$ cat config.mk
export PLATFORM = sky130hd
export DESIGN_NAME = nibble_bus_if
export DESIGN_NICKNAME = d
export VERILOG_FILES = /design/src/rtl/nbi_pkg.sv /design/src/rtl/nbi_busy_timer.sv /design/src/rtl/nbi_nibble_asm.sv /design/src/rtl/nbi_status_rd.sv /design/src/rtl/nibble_bus_if.sv
export SDC_FILE = /design/constraint.sdc
export NUM_CORES = 1
export LEC_CHECK = 0
export ABC_AREA = 1
export BUFFER_PORTS_ARGS = -buffer_cell sky130_fd_sc_hd__buf_2
export CAP_MARGIN = 20
export CORE_MARGIN = 3
export CORE_UTILIZATION = 45
export CTS_CLUSTER_SIZE = 20
export DETAILED_ROUTE_END_ITERATION = 8
export PLACE_DENSITY = 0.71
export SLEW_MARGIN = 0
export SYNTH_ARGS = -nofsm -noshare
export SYNTH_HDL_FRONTEND = slang
export SYNTH_SLANG_ARGS = --single-unit
$ cat constraint.sdc
create_clock -name clk -period 2.81 [get_ports clk]
set_clock_uncertainty 0.1 [all_clocks]
set_input_delay 0.562 -clock clk [delete_from_list [all_inputs] [get_ports clk]]
set_output_delay 0.562 -clock clk [all_outputs]
set_load 0.05 [all_outputs]
$ cat src/rtl/nbi_pkg.sv
package nbi_pkg;

    typedef enum logic {
        HALF_UPPER = 1'b0,
        HALF_LOWER = 1'b1
    } half_e;

    typedef enum logic {
        TGT_INST = 1'b0,
        TGT_DATA = 1'b1
    } target_e;

    typedef struct packed {
        logic inst;
        logic data;
    } strobe_t;

    function automatic strobe_t route_strobe(input target_e tgt);
        strobe_t s;
        s.inst = (tgt == TGT_INST);
        s.data = (tgt == TGT_DATA);
        return s;
    endfunction

endpackage

$ cat src/rtl/nbi_busy_timer.sv
module nbi_busy_timer #(
    parameter int BUSY_CYCLES = 10
) (
    input  logic clk,
    input  logic rst,
    input  logic load,
    output logic busy
);
    localparam int CNT_W = $clog2(BUSY_CYCLES + 1);
    localparam logic [CNT_W-1:0] LOAD_VAL = CNT_W'(BUSY_CYCLES);

    logic [CNT_W-1:0] cnt_q;

    always_ff @(posedge clk) begin
        if (rst) begin
            cnt_q <= '0;
        end else if (load) begin
            cnt_q <= LOAD_VAL;
        end else if (cnt_q != '0) begin
            cnt_q <= cnt_q - 1'b1;
        end
    end

    assign busy = (cnt_q != '0);

endmodule

$ cat src/rtl/nbi_nibble_asm.sv
module nbi_nibble_asm
    import nbi_pkg::*;
#(
    parameter int NIB_W = 4
) (
    input  logic               clk,
    input  logic               rst,
    input  logic               wr_req,
    input  logic               rs,
    input  logic [NIB_W-1:0]   nib,
    input  logic               busy,
    output logic [2*NIB_W-1:0] byte_q,
    output strobe_t            stb_q,
    output logic               err_q,
    output logic               at_lower,
    output logic               complete
);
    half_e              half_q;
    target_e            tgt_q;
    logic [NIB_W-1:0]   hi_q;
    logic               take_hi;
    logic               reject_hi;

    assign take_hi   = wr_req && (half_q == HALF_UPPER) && !busy;
    assign reject_hi = wr_req && (half_q == HALF_UPPER) && busy;
    assign complete  = wr_req && (half_q == HALF_LOWER);
    assign at_lower  = (half_q == HALF_LOWER);

    always_ff @(posedge clk) begin
        if (rst) begin
            half_q <= HALF_UPPER;
            tgt_q  <= TGT_INST;
            hi_q   <= '0;
            byte_q <= '0;
            stb_q  <= '0;
            err_q  <= 1'b0;
        end else begin
            stb_q <= '0;
            err_q <= reject_hi;
            if (take_hi) begin
                hi_q   <= nib;
                tgt_q  <= target_e'(rs);
                half_q <= HALF_LOWER;
            end
            if (complete) begin
                byte_q <= {hi_q, nib};
                stb_q  <= route_strobe(tgt_q);
                half_q <= HALF_UPPER;
            end
        end
    end

endmodule

$ cat src/rtl/nbi_status_rd.sv
module nbi_status_rd #(
    parameter int NIB_W = 4
) (
    input  logic             rd_status,
    input  logic             busy,
    output logic [NIB_W-1:0] db_out
);
    localparam int LOW_W = NIB_W - 1;

    always_comb begin
        db_out = '0;
        if (rd_status) begin
            db_out = {busy, {LOW_W{1'b0}}};
        end
    end

endmodule

$ cat src/rtl/nibble_bus_if.sv
module nibble_bus_if
    import nbi_pkg::*;
#(
    parameter int NIB_W       = 4,
    parameter int BUSY_CYCLES = 10
) (
    input  logic               clk,
    input  logic               rst,
    input  logic               reg_sel,
    input  logic               rd_nwr,
    input  logic               en,
    input  logic [NIB_W-1:0]   db_in,
    output logic [NIB_W-1:0]   db_out,
    output logic [2*NIB_W-1:0] wr_byte,
    output logic               inst_wr,
    output logic               data_wr,
    output logic               busy,
    output logic               err
);
    strobe_t stb;
    logic    complete;
    logic    at_lower;
    logic    wr_req;

    assign wr_req = en && !rd_nwr;

    nbi_nibble_asm #(.NIB_W(NIB_W)) u_asm (
        .clk      (clk),
        .rst      (rst),
        .wr_req   (wr_req),
        .rs       (reg_sel),
        .nib      (db_in),
        .busy     (busy),
        .byte_q   (wr_byte),
        .stb_q    (stb),
        .err_q    (err),
        .at_lower (at_lower),
        .complete (complete)
    );

    nbi_busy_timer #(.BUSY_CYCLES(BUSY_CYCLES)) u_busy (
        .clk  (clk),
        .rst  (rst),
        .load (complete),
        .busy (busy)
    );

    nbi_status_rd #(.NIB_W(NIB_W)) u_stat (
        .rd_status (rd_nwr && !reg_sel),
        .busy      (busy),
        .db_out    (db_out)
    );

    assign inst_wr = stb.inst;
    assign data_wr = stb.data;

endmodule

* Word level (Yosys, flattened, before mapping)
Index checks and enable logic that the tools add are counted.
Cells by class: add/sub/neg operators 1, mux-type cells 3, bitwise logic cells 3, reduce and logical (&&, ||, !) cells 13
Operators by type and width (number):
- $mux 4 | 3
- $logic_and 1x1->1 | 6
- $reduce_bool 4->1 | 1
- $reduce_or 2->1 | 2
- $sub 4x1->4 const B | 1
- $logic_not 1->1 | 3
- $not 1->1 | 3
- $reduce_bool 2->1 | 1
Word-level totals: bits in registers 21, input bits 9, output and inout port bits 16, logic and storage cells 29

* Longest topological paths before layout
Gate-level depths: netlist of run 1.
depth after elaboration 5, depth in mapped cells 7, gate-level depth less buffers 7

* Hierarchy
A second synthesis of run 1 with hierarchy kept.
Unflattened totals: cells, all modules 110, area, all modules 842.1 um^2
Modules (own cells, without submodules):
- nbi_nibble_asm | times used 1, cells an instance 77, area an instance 630.6 um^2, sequential area each 340.3 um^2
- nbi_busy_timer | times used 1, cells an instance 23, area an instance 160.2 um^2, sequential area each 80.1 um^2
- nbi_status_rd | times used 1, cells an instance 6, area an instance 33.8 um^2, sequential area each 0.0 um^2
- nibble_bus_if | times used 1, cells an instance 4, area an instance 17.5 um^2, sequential area each 0.0 um^2

* Worst setup path after synthesis of run 1
OpenSTA, ideal clock, no wires.
path kind in2out, from input port rd_nwr, to output port db_out[3], data arrival time 1671 ps, required time 2148 ps, path slack 477 ps, stages on the path 2, path buffers 0, path through inv_1 -> nor3_1
On the way: longest elaborated chain between the ends 2
Ends and longest elaborated chain:
- start: declaration | RTL line nibble_bus_if.sv:10 | input logic rd_nwr,
- $logic_and 1x1->1 | RTL line nibble_bus_if.sv:49 | .rd_status (rd_nwr && !reg_sel),
- $mux 4 | RTL line nbi_status_rd.sv:12 | if (rd_status) begin
- end: declaration | RTL line nibble_bus_if.sv:13 | output logic [NIB_W-1:0] db_out,
Every way passes these cells.

* Worst setup path in the final report of run 1
from register u_busy.cnt_q[2], to output port db_out[3]
On the way: longest elaborated chain between the ends 2
Ends and longest elaborated chain:
- start: declaration | RTL line nbi_busy_timer.sv:12 | logic [CNT_W-1:0] cnt_q;
- start signal: assignment | RTL line nbi_busy_timer.sv:20 | cnt_q <= cnt_q - 1'b1;
- $reduce_bool 4->1 | RTL line nbi_busy_timer.sv:24 | assign busy = (cnt_q != '0);
- $mux 4 | RTL line nbi_status_rd.sv:12
Every way passes these cells.

==> impl_metrics.py, run 1 <==
metrics = {
    "route": {
        "drt_drc_violations_left": 0,
        "wl_met1_um": 718,
        "route.detailed.wl_per_inst_um": 9.64,
        "dr_wl_met3_um": 91,
        "route.antenna.remaining_nets": 0,
        "post_drt_via_cell_ratio": 4.46,
        "top_layer": "met4",
        "wl_met2_um": 698,
        "detail_route.iter0.violations": 19,
        "drt_first_pass_iters": 4,
        "final_routed_wirelength_mm": 1.53,
        "total_number_of_vias": 709,
    },
    "job": {
        "drv_cap": 0,
    },
    "synth": {
        "post_synth_instance_area_um2": 871,
        "yosysSeqAreaShare_pct": 48.3,
        "synth-seq-cells": 21,
        "synth_area_per_cell_um2": 7.92,
        "synth.distinct_cells": 20,
        "post_synth_inst_count": 110,
        "synth_warnings": 0,
    },
    "clock_tree": {
        "cts.hold.buffers_added": 0,
        "worst_skew_pair.late_latency_ns": 0.30,
        "cts_root_buf": "sky130_fd_sc_hd__clkbuf_4",
        "clockBufferDepth": 2,
        "cts.htree.levels": 1,
        "clock_sink_count": 21,
        "post-cts-setup-buffers": 0,
        "postCtsResizedCells": 0,
        "clk_pin_slew_ns": 0.11,
        "cts_inserted_buffers": 3,
        "cts_tree": "done",
    },
    "sta": {
        "hold_viol_final": 0,
        "finalSetupTns_ns": 0,
        "slew_viol_final": 0,
        "grt_setup_unrepaired": "false",
        "fmax_mhz": 492,
        "min_period_over_period_pct": 72.3,
        "final_period_minus_worst_setup_slack_ns": 2.03,
        "setup_viol": 0,
    },
    "power": {
        "cellPowerDensity_nw_per_um2": 797,
        "power_leakage_nw": 0.500,
        "vdd.ir_drop.worst_uv": 732,
    },
    "floorplan": {
        "chipWidth_um": 50.0,
        "placement_rows": 15,
        "die-height_um": 50.0,
        "core-area_um2": 1780,
        "die_area_um2": 2500,
        "initial_core_utilization_pct": 48.8,
        "design.portCount": 25,
    },
    "worst_setup_path": {
        "critical-path-max-stage-delay_ns": 0.39,
        "timing.critical_path.to_type": "primary output",
        "cp-start-kind": "register",
        "setup.worst_path.class": "reg2out",
        "cp_cell_sequence": "inv_1, nand2_1, nor2_4, nor3_1, buf_2",
        "worst_path_max_delay_cell": "sky130_fd_sc_hd__dfxtp_1",
        "crit_fanout": 7,
        "worst-endpoint-arrival_ns": 1.37,
        "worst-path-buf-inv": 2,
        "crit_family": "flip-flops",
        "timing.critical_path.required_ns": 2.15,
    },
    "cells_and_area": {
        "layout.cells.most_common_list": "sky130_fd_sc_hd__buf_2, sky130_fd_sc_hd__dfxtp_1, sky130_fd_sc_hd__nand2_1",
        "area_delta_synth_final_pct": 17.0,
        "register_area_um2": 420,
        "finalNonFillerCells": 159,
        "fill_cells": 186,
        "design.final.nets": 144,
        "diodes_inserted": 0,
        "multi_input_area_um2": 360,
        "layout-drive-gt1-share_pct": 28.4,
    },
    "place": {
        "post-dp-hpwl_mm": 1.21,
        "gp_congestion": 0.757,
        "port_buffers": 21,
        "placedCellCount": 155,
    },
    "global_route": {
        "grt_max_degree": 12,
        "first_global_vias": 672,
        "grtUsageTotal_pct": 14.0,
        "grt_pass1_wl_mm": 2.71,
        "grt_antenna_before_repair": 0,
        "global_route_congestion_overflow_total": 0,
    },
    "hold_path": {
        "min_delay_path_class": "reg2reg",
    },
    "outcome": {
        "outcome": "finished, final reports clean",
    },
}
sequential cells by signal, summed over array words and instances, names as in the netlist:
signal	cells
u_asm.byte_q	8
u_asm.hi_q	4
u_busy.cnt_q	4
u_asm.stb_q	2
u_asm.at_lower	1
u_asm.err_q	1
u_asm.tgt_q	1
per-stage QoR:
step           worst slack, ns  hold WS [ns]  utilization, %  total power, mW  cell area (um^2)
2_1_floorplan            0.477         0.314               -            0.626               878
3_3_place_gp              1.00         0.322            55.6            0.674               992
3_5_place_dp             0.997         0.337            55.6            0.682               992
4_1_cts                  0.767         0.352            57.1            0.819              1020
5_1_grt                  0.661         0.373            57.1            0.867              1020
6_report                 0.778         0.348            57.1            0.812              1020
synthesized netlist by cell type:
cell type	n	share of area (%)
sky130_fd_sc_hd__inv_1	16	6.9
sky130_fd_sc_hd__a21oi_1	1	0.57
sky130_fd_sc_hd__buf_4	3	2.6
sky130_fd_sc_hd__nor2_4	3	3.9
sky130_fd_sc_hd__nor2_8	1	2.3
sky130_fd_sc_hd__nand2_1	20	8.6
sky130_fd_sc_hd__o21ai_0	9	5.2
sky130_fd_sc_hd__nor2_2	1	0.72
sky130_fd_sc_hd__inv_2	4	1.7
sky130_fd_sc_hd__nand3_1	5	2.9
sky130_fd_sc_hd__dfxtp_1	21	48
sky130_fd_sc_hd__o21ai_1	1	0.57
sky130_fd_sc_hd__conb_1	1	0.43
sky130_fd_sc_hd__nor2_1	15	6.5
sky130_fd_sc_hd__a31oi_1	1	0.72
sky130_fd_sc_hd__nor3_1	2	1.1
sky130_fd_sc_hd__nand2_2	2	1.4
sky130_fd_sc_hd__xor2_1	1	1.0
sky130_fd_sc_hd__nand3_4	1	2.0
sky130_fd_sc_hd__nand2_4	2	2.6
report_power, final:
part           switching, mW  leakage, nW  internal, mW  total [mW]
Combinational          0.218        0.315        0.0869       0.305
Sequential            0.0317        0.171         0.335       0.366
Clock                 0.0849       0.0150        0.0553       0.140
Total                  0.335        0.500         0.477       0.812
final cells by class:
type,instances,share of cell area [%]
clock buffer,4,2.58
inverter,20,7.37
multi-input combinational,68,35.4
sequential,21,41.3
tap,25,3.07
timing repair buffer,21,10.3
worst register-to-register path: cells and delay by family, from the launching register on:
kind / cells / cell delay [ns]
simple gates: 5 / 0.50
flops: 1 / 0.35
buf+inv: 1 / 0.09
logic make-up (layout without fill, tap and decap cells):
group / count (synthesis) / count (layout) / share of synthesized area [%]
buffers and inverters: 23 / 45 / 11.2
DFF: 21 / 21 / 48.3
and+or+nand+nor: 52 / 52 / 32.0
xor gates and xnor gates: 1 / 1 / 1.01
other: 1 / 3 / 0.431
AOI/OAI and AO/OA: 12 / 12 / 7.04
final timing paths:
path / slack (ns) / to / cells past startpoint / start
max: 0.78 / db_out[3] / 5 / u_busy.cnt_q[2]
min: 0.35 / u_asm.stb_q[1] / 1 / u_asm.tgt_q
max reg2reg: 1.67 / u_asm.hi_q[0] / 6 / u_busy.cnt_q[2]
min reg2reg: 0.35 / u_asm.stb_q[1] / 1 / u_asm.tgt_q
layer usage:
| layer | up-vias | track usage, % |
|---|---|---|
| li1 | 375 | - |
| met1 | 309 | 16.7 |
| met2 | 21 | 24.1 |
| met3 | 4 | 3.02 |
| met4 | 0 | 5.53 |
| met5 | - | 0 |
No activity file was read; power rests on OpenSTA's default activity.
==> inputs of run 2 (changes only) <==
--- a/config.mk
+++ b/config.mk
@@ -5,11 +5,11 @@
 export SDC_FILE = /design/constraint.sdc
 export NUM_CORES = 1
 export LEC_CHECK = 0
-export ABC_AREA = 1
+export ABC_AREA = 0
 export BUFFER_PORTS_ARGS = -buffer_cell sky130_fd_sc_hd__buf_2
 export CAP_MARGIN = 20
 export CORE_MARGIN = 3
-export CORE_UTILIZATION = 45
+export CORE_UTILIZATION = 43
 export CTS_CLUSTER_SIZE = 20
 export DETAILED_ROUTE_END_ITERATION = 8
 export PLACE_DENSITY = 0.71
==> constraint.sdc (replaced) <==
create_clock -name clk -period 1.7 [get_ports clk]
set_clock_uncertainty 0.1 [all_clocks]
set_input_delay 0.34 -clock clk [delete_from_list [all_inputs] [get_ports clk]]
set_output_delay 0.34 -clock clk [all_outputs]
set_load 0.05 [all_outputs]
==> run 2 against run 1 <==
  * The run now ends with negative setup slack left
  * Register-to-register slack worse by 1.7 ns
  * Sequential share of layout area up 0.44 points
  * Non-clock buffer count up 5
  * Area after synthesis down 5.0%
  * Total power up 12%
  * Global-route usage up 0.80 points
  * Clock-buffer cell count down 1
  * Synthesized cell count down 12%
  * Die area down 0.54%
  * Clock power up 71%
  * Sequential cell count unchanged
  * Highest routed layer unchanged
==> impl_metrics.py, run 2 <==
metrics = {
    "clock_tree": {
        "clockBufferDepth": 2,
        "clock_sink_count": 21,
        "cts.hold.buffers_added": 0,
        "cts.htree.levels": 1,
        "cts_tree": "done",
        "cts_inserted_buffers": 3,
        "worst_skew_pair.late_latency_ns": 0.30,
        "clk_pin_slew_ns": 0.12,
        "cts_root_buf": "sky130_fd_sc_hd__clkbuf_4",
    },
    "sta": {
        "grt_setup_unrepaired": "true",
        "timing.final.ws_setup_ns": -0.0930,
        "hold_viol_final": 0,
        "setup_viol": 4,
        "whs_ns": 0.168,
        "slew_viol_final": 0,
        "final_period_minus_worst_setup_slack_ns": 1.79,
        "fmax_mhz": 558,
        "min_period_over_period_pct": 105,
    },
    "cells_and_area": {
        "area_delta_synth_final_pct": 23.3,
        "finish.utilization_pct": 57.8,
        "layout-drive-gt1-share_pct": 31.7,
        "layout.cells.most_common_list": "sky130_fd_sc_hd__buf_2, sky130_fd_sc_hd__dfxtp_1, sky130_fd_sc_hd__nand2_1",
        "fill_cells": 191,
        "largest_register_ffs": 8,
        "biggestRegsByFlops": "u_asm.byte_q: 8 flops, u_asm.hi_q: 4 flops, u_busy.cnt_q: 4 flops",
        "diodes_inserted": 0,
        "fin_area_um2": 1020,
        "regMostFlops": "u_asm.byte_q",
        "design.final.nets": 130,
    },
    "worst_setup_path": {
        "timing.critical_path.required_ns": 1.26,
        "crit_fanout": 4,
        "cp-start-kind": "register",
        "crit_family": "simple AND/OR/NAND/NOR gates",
        "setup.worst_path.class": "reg2out",
        "worstSetupStartpoint": "u_busy.cnt_q[3]",
        "worst-endpoint-arrival_ns": 1.35,
        "timing.critical_path.to_type": "primary output",
        "worst_path_max_delay_cell": "sky130_fd_sc_hd__dfxtp_2",
        "r2r_start": "u_busy.cnt_q[3]",
        "critical-path-max-stage-delay_ns": 0.36,
        "cp_cell_sequence": "nor4_4, inv_2, and3_4, buf_8",
        "worst-path-buf-inv": 2,
    },
    "synth": {
        "post_synth_instance_area_um2": 827,
        "post_synth_inst_count": 97,
        "synth.distinct_cells": 25,
        "synth_area_per_cell_um2": 8.53,
        "synth_warnings": 0,
        "synth_enable_flop_cells": 0,
        "postSynth.asyncResetShare_pct": 0,
        "synthTopCellsByCount": "sky130_fd_sc_hd__dfxtp_1, sky130_fd_sc_hd__nand2_1, sky130_fd_sc_hd__a21oi_1",
        "synth.largest_area_cell": "sky130_fd_sc_hd__dfxtp_1",
        "yosysSeqAreaShare_pct": 50.8,
        "yosysMostFrequentCell": "sky130_fd_sc_hd__dfxtp_1",
        "main_synth_ff_type": "sky130_fd_sc_hd__dfxtp_1",
        "synth_top_area_share_pct": 50.8,
        "netlist_top_cells_area": "sky130_fd_sc_hd__dfxtp_1, sky130_fd_sc_hd__a21oi_1, sky130_fd_sc_hd__nand2_1",
        "synth-seq-cells": 21,
    },
    "global_route": {
        "grt_pass1_wl_mm": 2.78,
        "grt_max_degree": 21,
        "grt_antenna_before_repair": 0,
        "first_global_vias": 655,
        "grtUsageTotal_pct": 14.8,
        "global_route_congestion_overflow_total": 0,
    },
    "route": {
        "total_number_of_vias": 710,
        "detail_route.iter0.violations": 8,
        "route.antenna.remaining_nets": 0,
        "drt_drc_violations_left": 0,
        "post_drt_via_cell_ratio": 4.90,
        "drt_first_pass_iters": 4,
        "route.detailed.wl_per_inst_um": 11.6,
        "final_routed_wirelength_mm": 1.68,
    },
    "hold_path": {
        "min_delay_path_class": "in2reg",
        "holdCritStartpoint": "db_in[2]",
    },
    "power": {
        "cellPowerDensity_nw_per_um2": 889,
        "power_leakage_nw": 0.447,
        "vdd.ir_drop.worst_uv": 547,
    },
    "floorplan": {
        "placement_rows": 15,
        "die_area_um2": 2490,
        "die-height_um": 49.9,
        "initial_core_utilization_pct": 46.9,
        "design.portCount": 25,
        "core-area_um2": 1760,
        "chipWidth_um": 49.9,
    },
    "place": {
        "dpl-instance-area_um2": 933,
        "port_buffers": 21,
        "post-dp-hpwl_mm": 1.09,
        "dp_slack_ns": 0.00877,
        "gp_congestion": 0.756,
    },
    "outcome": {
        "violations": "negative setup slack",
        "outcome": "complete, but fails checks",
    },
    "job": {
        "drv_cap": 0,
    },
}
==> run 2: changes by cell type in the layout (fill, tap and decap cells not counted), sizes merged, moves of 2 or more <==
cell    previous run  this run
nor4               0         2
o21ai             10         7
a21oi              1        14
inv               20         6
buf               21        26
or3                0         5
nand3b             0         2
nor2              20         3
nand2             24        17
nand3              6         0
==> run 2: per-layer routing <==
layer  vias to the layer above  GRT usage (%)  wire length [um]
li1                        363              -                 -
met1                       321           16.7               753
met2                        22           24.9               788
met3                         4           3.32                99
met4                         0           9.68                37
met5                         -              0                 0
==> run 2: logic make-up after synthesis <==
kind of cell / synth area share, %
other: 0.453
AOI/OAI and AO/OA: 16.2
buffers and inverters: 9.08
DFF: 50.8
and+or+nand+nor: 23.4
==> run 2: area by class of cell <==
| cell class | instances | area, um^2 | area share [%] |
|---|---|---|---|
| Inverter | 6 | 22.5 | 2.21 |
| Clock inverter | 1 | 5.00 | 0.491 |
| Tap cell | 25 | 31.3 | 3.07 |
| Clock buffer | 3 | 22.5 | 2.21 |
| Multi-Input combinational cell | 63 | 347 | 34.0 |
| Timing Repair Buffer | 26 | 166 | 16.3 |
| Sequential cell | 21 | 425 | 41.7 |
==> run 2: worst paths after layout <==
kind	endpoint	slack, ns	cells past startpoint
max	db_out[3]	-0.09	4
min	u_asm.byte_q[2]	0.17	3
max reg2reg	u_asm.hi_q[0]	-0.04	6
min reg2reg	u_asm.byte_q[4]	0.36	2
==> run 2: stage by stage <==
step / cells / setup TNS, ns / power [mW]
2_1_floorplan: 99 / 0 / 0.631
3_3_place_gp: 138 / 0 / 0.653
3_5_place_dp: 138 / 0 / 0.656
4_1_cts: 145 / -0.166 / 0.918
5_1_grt: 145 / -0.634 / 0.960
6_report: 145 / -0.221 / 0.907
==> run 2: where the power goes <==
group / switching [mW] / total [mW] / internal (mW)
clock network: 0.151 / 0.239 / 0.0879
logic: 0.0925 / 0.149 / 0.0568
registers: 0.0126 / 0.519 / 0.506
==> run 2: worst min-delay path, delay by kind of cell <==
family / cells / cell delay [ns]
and+or+nand+nor: 1 / 0.05
AOI/OAI and AO/OA: 1 / 0.05
buffers and inverters: 1 / 0.11
==> run 2: timing repair <==
item,4_1_cts,5_1_grt
endpoints found under the setup margin,2,6
resized for setup,11,1
pin swaps,2,1
setup buffers,3,0
